===== config.mk =====
export PLATFORM = sky130hd
export DESIGN_NAME = acq_timer_top
export DESIGN_NICKNAME = d
export VERILOG_FILES = /design/src/rtl/acq_timer_pkg.sv /design/src/rtl/acq_countdown.sv /design/src/rtl/acq_snapshot.sv /design/src/rtl/acq_timer_top.sv
export SDC_FILE = /design/constraint.sdc
export NUM_CORES = 1
export LEC_CHECK = 0
export BUFFER_PORTS_ARGS = -buffer_cell sky130_fd_sc_hd__buf_2
export CORE_UTILIZATION = 51
export DETAILED_ROUTE_END_ITERATION = 10
export PLACE_DENSITY_LB_ADDON = 0.25
export SLEW_MARGIN = 25
export SYNTH_ARGS = -nofsm -noshare
export SYNTH_HDL_FRONTEND = slang
export SYNTH_SLANG_ARGS = --single-unit

===== constraint.sdc =====
create_clock -name clk -period 5.2 [get_ports clk]
set_clock_uncertainty 0.15 [all_clocks]
set_input_delay 0.78 -clock clk [delete_from_list [all_inputs] [get_ports clk]]
set_output_delay 0.78 -clock clk [all_outputs]
set_load 0.02 [all_outputs]

===== src/rtl/acq_timer_pkg.sv =====
package acq_timer_pkg;

    localparam int NUM_TIMERS = 2;
    localparam int TMR_LIVE   = 0;
    localparam int TMR_REAL   = 1;

    typedef enum logic [2:0] {
        RA_LIVE_LO = 3'd0,
        RA_LIVE_HI = 3'd1,
        RA_REAL_LO = 3'd2,
        RA_REAL_HI = 3'd3,
        RA_SNAP_LIVE_LO = 3'd4,
        RA_SNAP_LIVE_HI = 3'd5,
        RA_SNAP_REAL_LO = 3'd6,
        RA_SNAP_REAL_HI = 3'd7
    } reg_addr_e;

    // Running registers sit in the lower half of the map
    function automatic logic is_running(input logic [2:0] a);
        return a[2] == 1'b0;
    endfunction

    // Timer index: bit 1 selects live (0) or real (1)
    function automatic int timer_of(input logic [2:0] a);
        return a[1] ? TMR_REAL : TMR_LIVE;
    endfunction

    // Half select: bit 0 selects low (0) or high (1)
    function automatic logic is_high_half(input logic [2:0] a);
        return a[0];
    endfunction

endpackage


===== src/rtl/acq_countdown.sv =====
module acq_countdown #(
    parameter int HALF_W = 16
) (
    input  logic                  clk,
    input  logic                  rst,
    input  logic                  step,
    input  logic                  wr_lo,
    input  logic                  wr_hi,
    input  logic [HALF_W-1:0]     wr_data,
    output logic [2*HALF_W-1:0]   cnt
);
    localparam int CNT_W = 2 * HALF_W;

    always_ff @(posedge clk) begin
        if (rst) begin
            cnt <= '0;
        end else if (wr_lo || wr_hi) begin
            if (wr_lo) cnt[HALF_W-1:0]     <= wr_data;
            if (wr_hi) cnt[CNT_W-1:HALF_W] <= wr_data;
        end else if (step && (cnt != '0)) begin
            cnt <= cnt - 1'b1;
        end
    end
endmodule


===== src/rtl/acq_snapshot.sv =====
module acq_snapshot #(
    parameter int CNT_W = 32
) (
    input  logic             clk,
    input  logic             rst,
    input  logic             capture,
    input  logic [CNT_W-1:0] live_in,
    input  logic [CNT_W-1:0] real_in,
    output logic [CNT_W-1:0] live_q,
    output logic [CNT_W-1:0] real_q
);
    always_ff @(posedge clk) begin
        if (rst) begin
            live_q <= '0;
            real_q <= '0;
        end else if (capture) begin
            live_q <= live_in;
            real_q <= real_in;
        end
    end
endmodule


===== src/rtl/acq_timer_top.sv =====
module acq_timer_top
    import acq_timer_pkg::*;
#(
    parameter int HALF_W = 16
) (
    input  logic              clk,
    input  logic              rst,
    input  logic              tick,
    input  logic              busy,
    input  logic              acq_enable,
    input  logic              snap_req,
    input  logic              wr_en,
    input  logic [2:0]        wr_addr,
    input  logic [HALF_W-1:0] wr_data,
    input  logic [2:0]        rd_addr,
    output logic [HALF_W-1:0] rd_data,
    output logic              run_permit
);
    localparam int CNT_W = 2 * HALF_W;

    logic [CNT_W-1:0] cnt_arr [NUM_TIMERS];
    logic [CNT_W-1:0] live_cnt, real_cnt, live_snap, real_snap;

    for (genvar g = 0; g < NUM_TIMERS; g++) begin : g_timer
        logic step, hit;
        if (g == TMR_LIVE) begin : g_live
            assign step = tick && acq_enable && !busy;
        end else begin : g_real
            assign step = tick && acq_enable;
        end
        assign hit = wr_en && is_running(wr_addr) && (timer_of(wr_addr) == g);

        acq_countdown #(.HALF_W(HALF_W)) cnt_i (
            .clk     (clk),
            .rst     (rst),
            .step    (step),
            .wr_lo   (hit && !is_high_half(wr_addr)),
            .wr_hi   (hit &&  is_high_half(wr_addr)),
            .wr_data (wr_data),
            .cnt     (cnt_arr[g])
        );
    end

    assign live_cnt = cnt_arr[TMR_LIVE];
    assign real_cnt = cnt_arr[TMR_REAL];

    acq_snapshot #(.CNT_W(CNT_W)) snap_i (
        .clk     (clk),
        .rst     (rst),
        .capture (snap_req),
        .live_in (live_cnt),
        .real_in (real_cnt),
        .live_q  (live_snap),
        .real_q  (real_snap)
    );

    assign run_permit = (live_cnt != '0) && (real_cnt != '0);

    always_comb begin
        case (reg_addr_e'(rd_addr))
            RA_LIVE_LO:      rd_data = live_cnt[HALF_W-1:0];
            RA_LIVE_HI:      rd_data = live_cnt[CNT_W-1:HALF_W];
            RA_REAL_LO:      rd_data = real_cnt[HALF_W-1:0];
            RA_REAL_HI:      rd_data = real_cnt[CNT_W-1:HALF_W];
            RA_SNAP_LIVE_LO: rd_data = live_snap[HALF_W-1:0];
            RA_SNAP_LIVE_HI: rd_data = live_snap[CNT_W-1:HALF_W];
            RA_SNAP_REAL_LO: rd_data = real_snap[HALF_W-1:0];
            default:         rd_data = real_snap[CNT_W-1:HALF_W];
        endcase
    end
endmodule


Yosys cells after proc, flatten, opt, wreduce, memory -nomap -nowiden:

Cells that the tools add are included.

* bits in registers: 128
* output and inout bits: 17
* word-level logic and storage cells: 56

* add/sub/neg operators: 2
* eq/ne operators: 11
* muxes and demuxes: 10
* bitwise operators: 1
* reductions and logical operators: 26

Operators with widths (count)
* $mux 32: 4
* $pmux 16 s7: 1
* $mux 16: 4
* $reduce_bool 32->1: 2
* $sub 32x1->32 const B: 2
* $logic_not 32->1: 1
* $logic_and 1x1->1: 12
* $eq 3x3->1 const B: 3
* $ne 2x1->1 const B: 4
* $reduce_and 2->1: 4
* $eq 3x2->1 const B: 2
* $reduce_bool 2->1: 2
* $eq 3x1->1 const B: 1
* $logic_not 3->1: 1
* $logic_not 1->1: 2
* $logic_or 1x1->1: 2
* $eq 1x1->1 const B: 1
* $mux 1: 1
* $not 1->1: 1

Logic depth before layout (Yosys ltp):

Gate-level depths: netlist of run 1.

* depth in word-level cells: 7
* depth in mapped cells: 10
* depth with buffers taken out: 8

Modules after synthesis:

Synthesis of run 1 repeated with hierarchy kept, for this count alone.

* cells, all modules: 940
* area total of the unflattened synthesis: 7721.2 sq um

By module, submodules not included
* acq_countdown: instances 2, cells an instance 282, area each 2092.0 sq um, sequential area each 640.6 sq um
* acq_snapshot: instances 1, cells an instance 206, area each 2290.9 sq um, sequential area each 1281.2 sq um
* acq_timer_top: instances 1, cells an instance 170, area each 1246.2 sq um, sequential area each 0.0 sq um

Worst setup path after synthesis of run 1:

OpenSTA, ideal clock, no wires.

* kind: input to output
* start: in rd_addr[0]
* end: out rd_data[15]
* arrival: 2638 ps
* required time: 4270 ps
* path slack: 1632 ps
* stages: 7
* cells stage by stage: clkbuf_1 clkbuf_1 buf_1 nand2_1 o21ai_0 o22ai_1 a211oi_1

* longest elaborated chain between the ends: 2
* elaborated cells between the ends (all ways): 8
* classes of those cells: eq/ne: 6; mux: 1; reduce/logical: 1

RTL lines
* start: declaration: RTL line acq_timer_top.sv:15 `input logic [2:0] rd_addr,`
* $eq 3x3->1 (tied with other cells): RTL line acq_timer_top.sv:60 `case (reg_addr_e'(rd_addr))`
* $pmux 16 s7 (*): RTL line acq_timer_top.sv:60
* end: declaration: RTL line acq_timer_top.sv:16 `output logic [HALF_W-1:0] rd_data,`

Every way passes the cells marked *; elsewhere a longest branch is shown, timed or not.

Worst setup path in the final report of run 1:

* start: reg g_timer[1].cnt_i.cnt[0]
* end: out run_permit

* longest elaborated chain between the ends: 2

RTL lines
* start: declaration: RTL line acq_countdown.sv:10 `output logic [2*HALF_W-1:0] cnt`
* start signal: indexed assignment: RTL line acq_countdown.sv:18 `if (wr_lo) cnt[HALF_W-1:0] <= wr_data;`
* start signal: indexed assignment: RTL line acq_countdown.sv:19 `if (wr_hi) cnt[CNT_W-1:HALF_W] <= wr_data;`
* start signal: assignment: RTL line acq_countdown.sv:21 `cnt <= cnt - 1'b1;`
* $reduce_bool 32->1: RTL line acq_timer_top.sv:57 `assign run_permit = (live_cnt != '0) && (real_cnt != '0);`
* $logic_and 1x1->1: RTL line acq_timer_top.sv:57
* end: declaration: RTL line acq_timer_top.sv:17 `output logic run_permit`

Every way passes these cells.

==> results of run 1 <==
[logic make-up (layout without fill, tap and decap cells)]
family / after synthesis / count (layout) / share of synthesized area
adder cells (fa/ha/maj): 2 / 2 / 0.00348
AND/OR/NAND/NOR: 339 / 339 / 0.223
multiplexers: 90 / 90 / 0.146
AO/OA/AOI/OAI: 253 / 253 / 0.231
buffers and inverters: 73 / 96 / 0.0399
flip-flops: 128 / 128 / 0.357
[power breakdown]
part / switching (mW) / leakage (nW) / internal, mW
Combinational: 1.02 / 1.85 / 0.590
Sequential: 0.229 / 1.04 / 1.11
Clock: 0.448 / 0.280 / 0.763
[metal layers]
| metal | routed length [um] | vias up | GRT usage | share of wire |
|---|---|---|---|---|
| li1 | - | 3318 | - | - |
| met1 | 10300 | 3427 | 0.472 | 0.44 |
| met2 | 9900 | 459 | 0.477 | 0.42 |
| met3 | 2510 | 61 | 0.0792 | 0.11 |
| met4 | 760 | 0 | 0.135 | 0.032 |
| met5 | 0 | - | 0 | 0 |
[cells in the mapped netlist, types with 9 or more instances]
master                       n
sky130_fd_sc_hd__or3_1      12
sky130_fd_sc_hd__nand2_1    87
sky130_fd_sc_hd__dfxtp_1   128
sky130_fd_sc_hd__o311ai_0   13
sky130_fd_sc_hd__mux4_2     11
sky130_fd_sc_hd__mux2i_1    70
sky130_fd_sc_hd__a21oi_1    67
sky130_fd_sc_hd__mux2_2      9
sky130_fd_sc_hd__or2_2       9
sky130_fd_sc_hd__nand3_1    13
sky130_fd_sc_hd__buf_1      12
sky130_fd_sc_hd__o21ai_0    59
sky130_fd_sc_hd__clkbuf_1   46
sky130_fd_sc_hd__nand4_1     9
sky130_fd_sc_hd__o211ai_1   11
sky130_fd_sc_hd__o31ai_1     9
sky130_fd_sc_hd__nor4_1     16
sky130_fd_sc_hd__nor3_1     19
sky130_fd_sc_hd__nor2_1    130
sky130_fd_sc_hd__inv_1      11
sky130_fd_sc_hd__o22ai_1    16
[worst max-delay path: stages, from the launching register on]
cell	delay, ns
sky130_fd_sc_hd__dfxtp_1	0.39
sky130_fd_sc_hd__inv_1	0.17
sky130_fd_sc_hd__ha_1	0.23
sky130_fd_sc_hd__nor3b_1	0.33
sky130_fd_sc_hd__nand2_1	0.36
sky130_fd_sc_hd__or4_1	0.69
sky130_fd_sc_hd__o41a_1	0.16
sky130_fd_sc_hd__buf_2	0.16
[flip-flops by register name, indices dropped and copies added (netlist names)]
name               cells
g_timer.cnt_i.cnt     64
snap_i.live_q         32
snap_i.real_q         32
[worst max-delay path by stage]
stage,startpoint,endpoint
after detailed placement,rd_addr[0],rd_data[14]
final,g_timer[1].cnt_i.cnt[0]$_SDFFE_PP0P_,run_permit
after global routing,g_timer[1].cnt_i.cnt[0]$_SDFFE_PP0P_,run_permit
after floorplan,rd_addr[0],rd_data[15]
after CTS,g_timer[1].cnt_i.cnt[0]$_SDFFE_PP0P_,run_permit
after global placement,rd_addr[0],rd_data[3]
[per-stage QoR]
stage,power [mW],instance area (sq um),hold WS [ns]
2_1_floorplan,2.45,7180,0.304
3_3_place_gp,2.88,7460,0.318
3_5_place_dp,2.89,7460,0.327
4_1_cts,4.10,8050,0.340
5_1_grt,4.35,8050,0.373
6_report,4.15,8050,0.336
[layout by cell type, fill, tap and decap left out, drive strengths merged, types with 7 or more instances in the layout]
master  synthesis  layout
a211oi          8       8
a21oi          67      67
buf            15      52
clkbuf         46      22
dfxtp         128     128
inv            11      11
mux2            9       9
mux2i          70      70
mux4           11      11
nand2          88      88
nand3          13      13
nand4           9       9
nor2          130     130
nor3           21      21
nor4           17      17
o211ai         11      11
o21a            7       7
o21ai          60      60
o22ai          16      16
o311ai         13      13
o31ai          10      10
or2            10      10
or3            12      12
or4            10      10
[area by class of cell]
class / count / area, sq um
fillers: 1282 / 5780
flip-flops and latches: 128 / 2560
clock inverters: 10 / 136
inverters: 12 / 45.0
repair buffers: 52 / 283
clock buffers: 22 / 454
multi-input cells: 684 / 4340
well taps: 180 / 225
==> results by group, run 1 <==
Status
  – Status: finished, final reports clean

Timing
  – Setup TNS Final: 0 ns
  – Max Clock Freq: 260 MHz
  – Fin crit period: 3.85 ns
  – Tightest Pin Transition: 1.06 ns
  – Final Slew Violations: 0
  – Final setup slack of the worst path: 1.35 ns
  – Final period utilization: 0.740
  – Setup violations, final: 0
  – Headroom to the max-slew limit: 0.294
  – Final hold violations: 0
  – RSZ-0062 raised after global routing: no

Synthesis
  – Area of the mapped netlist: 7180 sq um
  – Part of the Yosys area used for sequential elements: 0.357
  – Count of flip-flops with a built-in enable after synthesis: 0
  – Net count of the mapped netlist: 916
  – Flip-flop and latch count after synthesis: 128
  – Syn avg cell area: 8.12 sq um
  – Count of mapped cells out of synthesis: 885
  – Distinct cell type count after synthesis: 69
  – Most instantiated flip-flop cell in the synthesis netlist: sky130_fd_sc_hd__dfxtp_1
  – Warnings, synthesis: 0
  – Synth top area share: 0.357
  – Cell taking the most area after synthesis: sky130_fd_sc_hd__dfxtp_1
  – Top cells by area in the synthesized netlist: sky130_fd_sc_hd__dfxtp_1 (36%), sky130_fd_sc_hd__mux2i_1 (9.8%), sky130_fd_sc_hd__nor2_1 (6.8%)
  – Async set-or-reset flop fraction in the synthesized netlist: 0

Min path
  – Classification of the worst-slack hold path: reg -> reg
  – Hold Path Cell Cnt: 2
  – Min-delay src: snap_i.real_q[6]$_SDFFE_PP0P_
  – Hold EP: snap_i.real_q[6]$_SDFFE_PP0P_

Setup path
  – Kind of end point of the critical path: primary output
  – Worst r2r path cells: 8
  – Arrival @ worst endpoint: 2.92 ns
  – Worst flop-to-flop path startpoint: g_timer[0].cnt_i.cnt[0]$_SDFFE_PP0P_
  – Critical path fanouts, max: 13
  – CP Launch Type: register
  – Required time at the endpoint of the critical path: 4.27 ns
  – Slack of the worst reg-to-reg path: 1.74 ns
  – Startpoint-to-endpoint class of the critical path: reg -> out
  – R2R Path End: g_timer[0].cnt_i.cnt[23]$_SDFFE_PP0P_

Floorplan
  – Horiz. Die Dim: 121 um
  – Ports placed on the boundary: 46
  – Standard-cell row count: 43
  – Full die area: 14600 sq um
  – Initial Utilization: 0.520
  – Height of the chip: 121 um
  – Area of the core: 13800 sq um

Power and ir drop
  – Power per Cell Area: 516 nW/um^2
  – P_leak: 3.17 nW
  – Worst voltage drop across the vdd grid: 0.000265 V

Run
  – Maximum Capacitance Violations: 0

Clock tree
  – Maximum number of buffers from clock root to sink: 2
  – Hold_buf cts: 0
  – TritonCTS sink count: 128
  – Clock transition at the registers of the reported paths: 0.06 ns
  – Post-CTS Setup Bufs: 0
  – H-Tree Depth: 4
  – Clock root buffer master: sky130_fd_sc_hd__clkbuf_16
  – Number of clock buffers inserted by TritonCTS: 17
  – Worst skew pair latency: 0.43 ns
  – Quantity of gates resized following cts: 0
  – Clock tree from TritonCTS: yes

Global route
  – Overall routing resource usage: 0.332
  – Pin count of the biggest net entering global routing: 80
  – Remaining Overflow, GRT: 0
  – First-pass GRT wire length: 36.3 mm
  – Via count of the first global-routing pass: 6325
  – Antenna violations before repair: 0

Finish
  – Total Nets Final: 926
  – Final non-filler cell total: 1088
  – Area Overhead vs Synth: 12.0%
  – Diodes inserted: 0
  – Final Util: 0.582
  – Fraction of final layout cells with drive strength greater than 1: 0.134

Routing
  – Routed via count: 7265
  – Per-cell via count in the routed design: 6.68
  – First-pass iteration count of the detailed router: 6
  – Routed length per placed instance: 21.6 um
  – Drt first-iter violations: 1168
  – DRT antenna net count: 0
  – DRC violations left: 0
  – Total length of routed wires: 23.5 mm

Place
  – Worst setup timing slack at the placement stage: 1.62 ns
  – Count of input and output buffers: 45
  – Final HPWL from detailed placement: 16.9 mm
  – Routability congestion estimate from global placement: 0.977
  – Placed cells: 1056
Note: power is estimated with default switching activity, not from simulation.
==> inputs of run 2 (changes only) <==
clock period = 3.9 ns   (was 5.2 ns; I/O delays follow)
==> run 2 against run 1 <==
Critical endpoint unchanged. Sequential power is 30% higher. Clock power is 47% higher. Count of clock-buffer cells in the layout is 1 lower. First-iteration DRC count is 5.7% higher. Cell count is 1.5% higher. Critical path depth stayed put. Largest power group unchanged. Hold slack better by 0.0013 ns. Total power is 39% higher. Sequential share of layout area is 0.72 points lower.
==> results by group, run 2 (same netlist as run 1, synthesis figures left out) <==
Status
  – Status: finished, final reports clean

Timing
  – Final Slew Violations: 0
  – Tightest Pin Transition: 0.879 ns
  – Final hold violations: 0
  – Headroom to the max-slew limit: 0.414
  – Fin crit period: 3.38 ns
  – Setup TNS Final: 0 ns
  – Final period utilization: 0.866
  – RSZ-0062 raised after global routing: no
  – Setup violations, final: 0
  – Max Clock Freq: 296 MHz

Routing
  – Drt first-iter violations: 1235
  – Routed length per placed instance: 22.0 um
  – First-pass iteration count of the detailed router: 7
  – Routed via count: 7317
  – Per-cell via count in the routed design: 6.63
  – DRC violations left: 0
  – DRT antenna net count: 0
  – Total length of routed wires: 24.3 mm

Clock tree
  – H-Tree Depth: 4
  – Clock tree from TritonCTS: yes
  – Quantity of gates resized following cts: 0
  – Clock transition at the registers of the reported paths: 0.06 ns
  – Number of clock buffers inserted by TritonCTS: 17
  – Maximum number of buffers from clock root to sink: 2
  – Hold_buf cts: 0
  – Clock root buffer master: sky130_fd_sc_hd__clkbuf_16
  – TritonCTS sink count: 128
  – Post-CTS Setup Bufs: 0
  – Worst skew pair latency: 0.43 ns

Floorplan
  – Full die area: 14600 sq um
  – Height of the chip: 121 um
  – Standard-cell row count: 43
  – Initial Utilization: 0.520
  – Horiz. Die Dim: 121 um
  – Ports placed on the boundary: 46
  – Area of the core: 13800 sq um

Setup path
  – Required time at the endpoint of the critical path: 3.16 ns
  – Slack of the worst reg-to-reg path: 0.71 ns
  – Arrival @ worst endpoint: 2.64 ns
  – Worst flop-to-flop path startpoint: g_timer[0].cnt_i.cnt[0]$_SDFFE_PP0P_
  – Startpoint-to-endpoint class of the critical path: reg -> out
  – Critical path fanouts, max: 7
  – CP Launch Type: register
  – Worst r2r path cells: 8
  – Kind of end point of the critical path: primary output
  – R2R Path End: g_timer[0].cnt_i.cnt[7]$_SDFFE_PP0P_

Global route
  – Overall routing resource usage: 0.346
  – Pin count of the biggest net entering global routing: 81
  – Antenna violations before repair: 0
  – Via count of the first global-routing pass: 6586
  – Remaining Overflow, GRT: 0
  – First-pass GRT wire length: 38.0 mm

Min path
  – Classification of the worst-slack hold path: reg -> reg
  – Min-delay src: snap_i.live_q[18]$_SDFFE_PP0P_
  – Hold EP: snap_i.live_q[18]$_SDFFE_PP0P_
  – Hold Path Cell Cnt: 2

Place
  – Cell Area, Placed: 7580 sq um
  – Count of input and output buffers: 45
  – Placed cells: 1072
  – Final HPWL from detailed placement: 17.5 mm
  – Routability congestion estimate from global placement: 0.945

Power and ir drop
  – P_leak: 3.29 nW
  – Total power of the final layout: 5.77 mW
  – Power Internal: 3.50 mW
  – Worst voltage drop across the vdd grid: 0.000464 V
  – Clk network pwr share: 0.308
  – Power per Cell Area: 701 nW/um^2
  – Combinational fraction of design power: 0.390
  – Sw Share: 0.393
  – Switch Pwr: 2.27 mW
  – Part of the power in registers: 0.302

Finish
  – Most flop-heavy register: g_timer.cnt_i.cnt
  – Total Nets Final: 942
  – Fraction of final layout cells with drive strength greater than 1: 0.149
  – Max reg flops: 64
  – Largest registers ranked by flip-flop count: g_timer.cnt_i.cnt: 64 flops, snap_i.live_q: 32 flops, snap_i.real_q: 32 flops
  – Diodes inserted: 0
  – Final non-filler cell total: 1104
  – Area Overhead vs Synth: 14.6%
  – Final Instance Area: 8230 sq um
  – Most common cell after layout, fill and taps aside: sky130_fd_sc_hd__nor2_1
  – Highest-count cells in the layout ignoring fill and taps: sky130_fd_sc_hd__nor2_1 (130), sky130_fd_sc_hd__dfxtp_1 (128), sky130_fd_sc_hd__nand2_1 (87)

Run
  – Maximum Capacitance Violations: 0
==> run 2: cell count changes in the layout (fill, tap and decap cells not counted), sizes merged <==
cell / change
buf: +16
bufinv: +3
clkbuf: -1
clkinvlp: -2
==> run 2: worst max-delay path by stage <==
stage | start | slack [ns] | to | cells past startpoint
after floorplan | rd_addr[0] | 0.72 | rd_data[15] | 7
after global routing | g_timer[1].cnt_i.cnt[1]$_SDFFE_PP0P_ | 0.43 | run_permit | 7
after detailed placement | g_timer[0].cnt_i.cnt[0]$_SDFFE_PP0P_ | 0.78 | g_timer[0].cnt_i.cnt[7]$_SDFFE_PP0P_ | 8
final | g_timer[1].cnt_i.cnt[0]$_SDFFE_PP0P_ | 0.52 | run_permit | 7
after CTS | g_timer[0].cnt_i.cnt[13]$_SDFFE_PP0P_ | 0.59 | run_permit | 5
after global placement | g_timer[0].cnt_i.cnt[0]$_SDFFE_PP0P_ | 0.82 | g_timer[0].cnt_i.cnt[9]$_SDFFE_PP0P_ | 8
==> run 2: routing by layer <==
metal | vias up | global-route usage | share of wire
li1 | 3345 | - | -
met1 | 3442 | 0.481 | 0.42
met2 | 453 | 0.500 | 0.43
met3 | 77 | 0.0807 | 0.11
met4 | 0 | 0.173 | 0.041
met5 | - | 0 | 0
==> run 2: metrics by stage <==
step | worst slack (ns) | util | hold slack (ns)
floorplan | 0.722 | - | 0.304
global placement | 0.821 | 0.548 | 0.318
detailed placement | 0.778 | 0.548 | 0.330
CTS | 0.594 | 0.595 | 0.343
global route | 0.429 | 0.595 | 0.363
finish | 0.522 | 0.595 | 0.337
==> run 2: final cells by class <==
type / count / area (sq um)
Clock inverter: 11 / 211
Timing Repair Buffer: 68 / 407
Fill cell: 1193 / 5600
Inverter: 12 / 45.0
Sequential cell: 128 / 2560
Tap cell: 180 / 225
Clock buffer: 21 / 440
Multi-Input combinational cell: 684 / 4340
==> run 2: power by group through the flow <==
stage	logic, mW	registers [mW]	clock network (mW)
final	2.25	1.74	1.78
after floorplan	1.64	1.63	0
after CTS	2.17	1.73	1.79
after detailed placement	2.15	1.75	0
after global placement	2.14	1.75	0
after global routing	2.44	1.75	1.86
==> run 2: critical path, stage by stage (launching register included) <==
cell,delay (ns)
sky130_fd_sc_hd__dfxtp_1,0.38
sky130_fd_sc_hd__inv_1,0.12
sky130_fd_sc_hd__ha_1,0.22
sky130_fd_sc_hd__nor3b_1,0.42
sky130_fd_sc_hd__nand2_1,0.13
sky130_fd_sc_hd__or4_1,0.61
sky130_fd_sc_hd__o41a_1,0.17
sky130_fd_sc_hd__buf_2,0.17
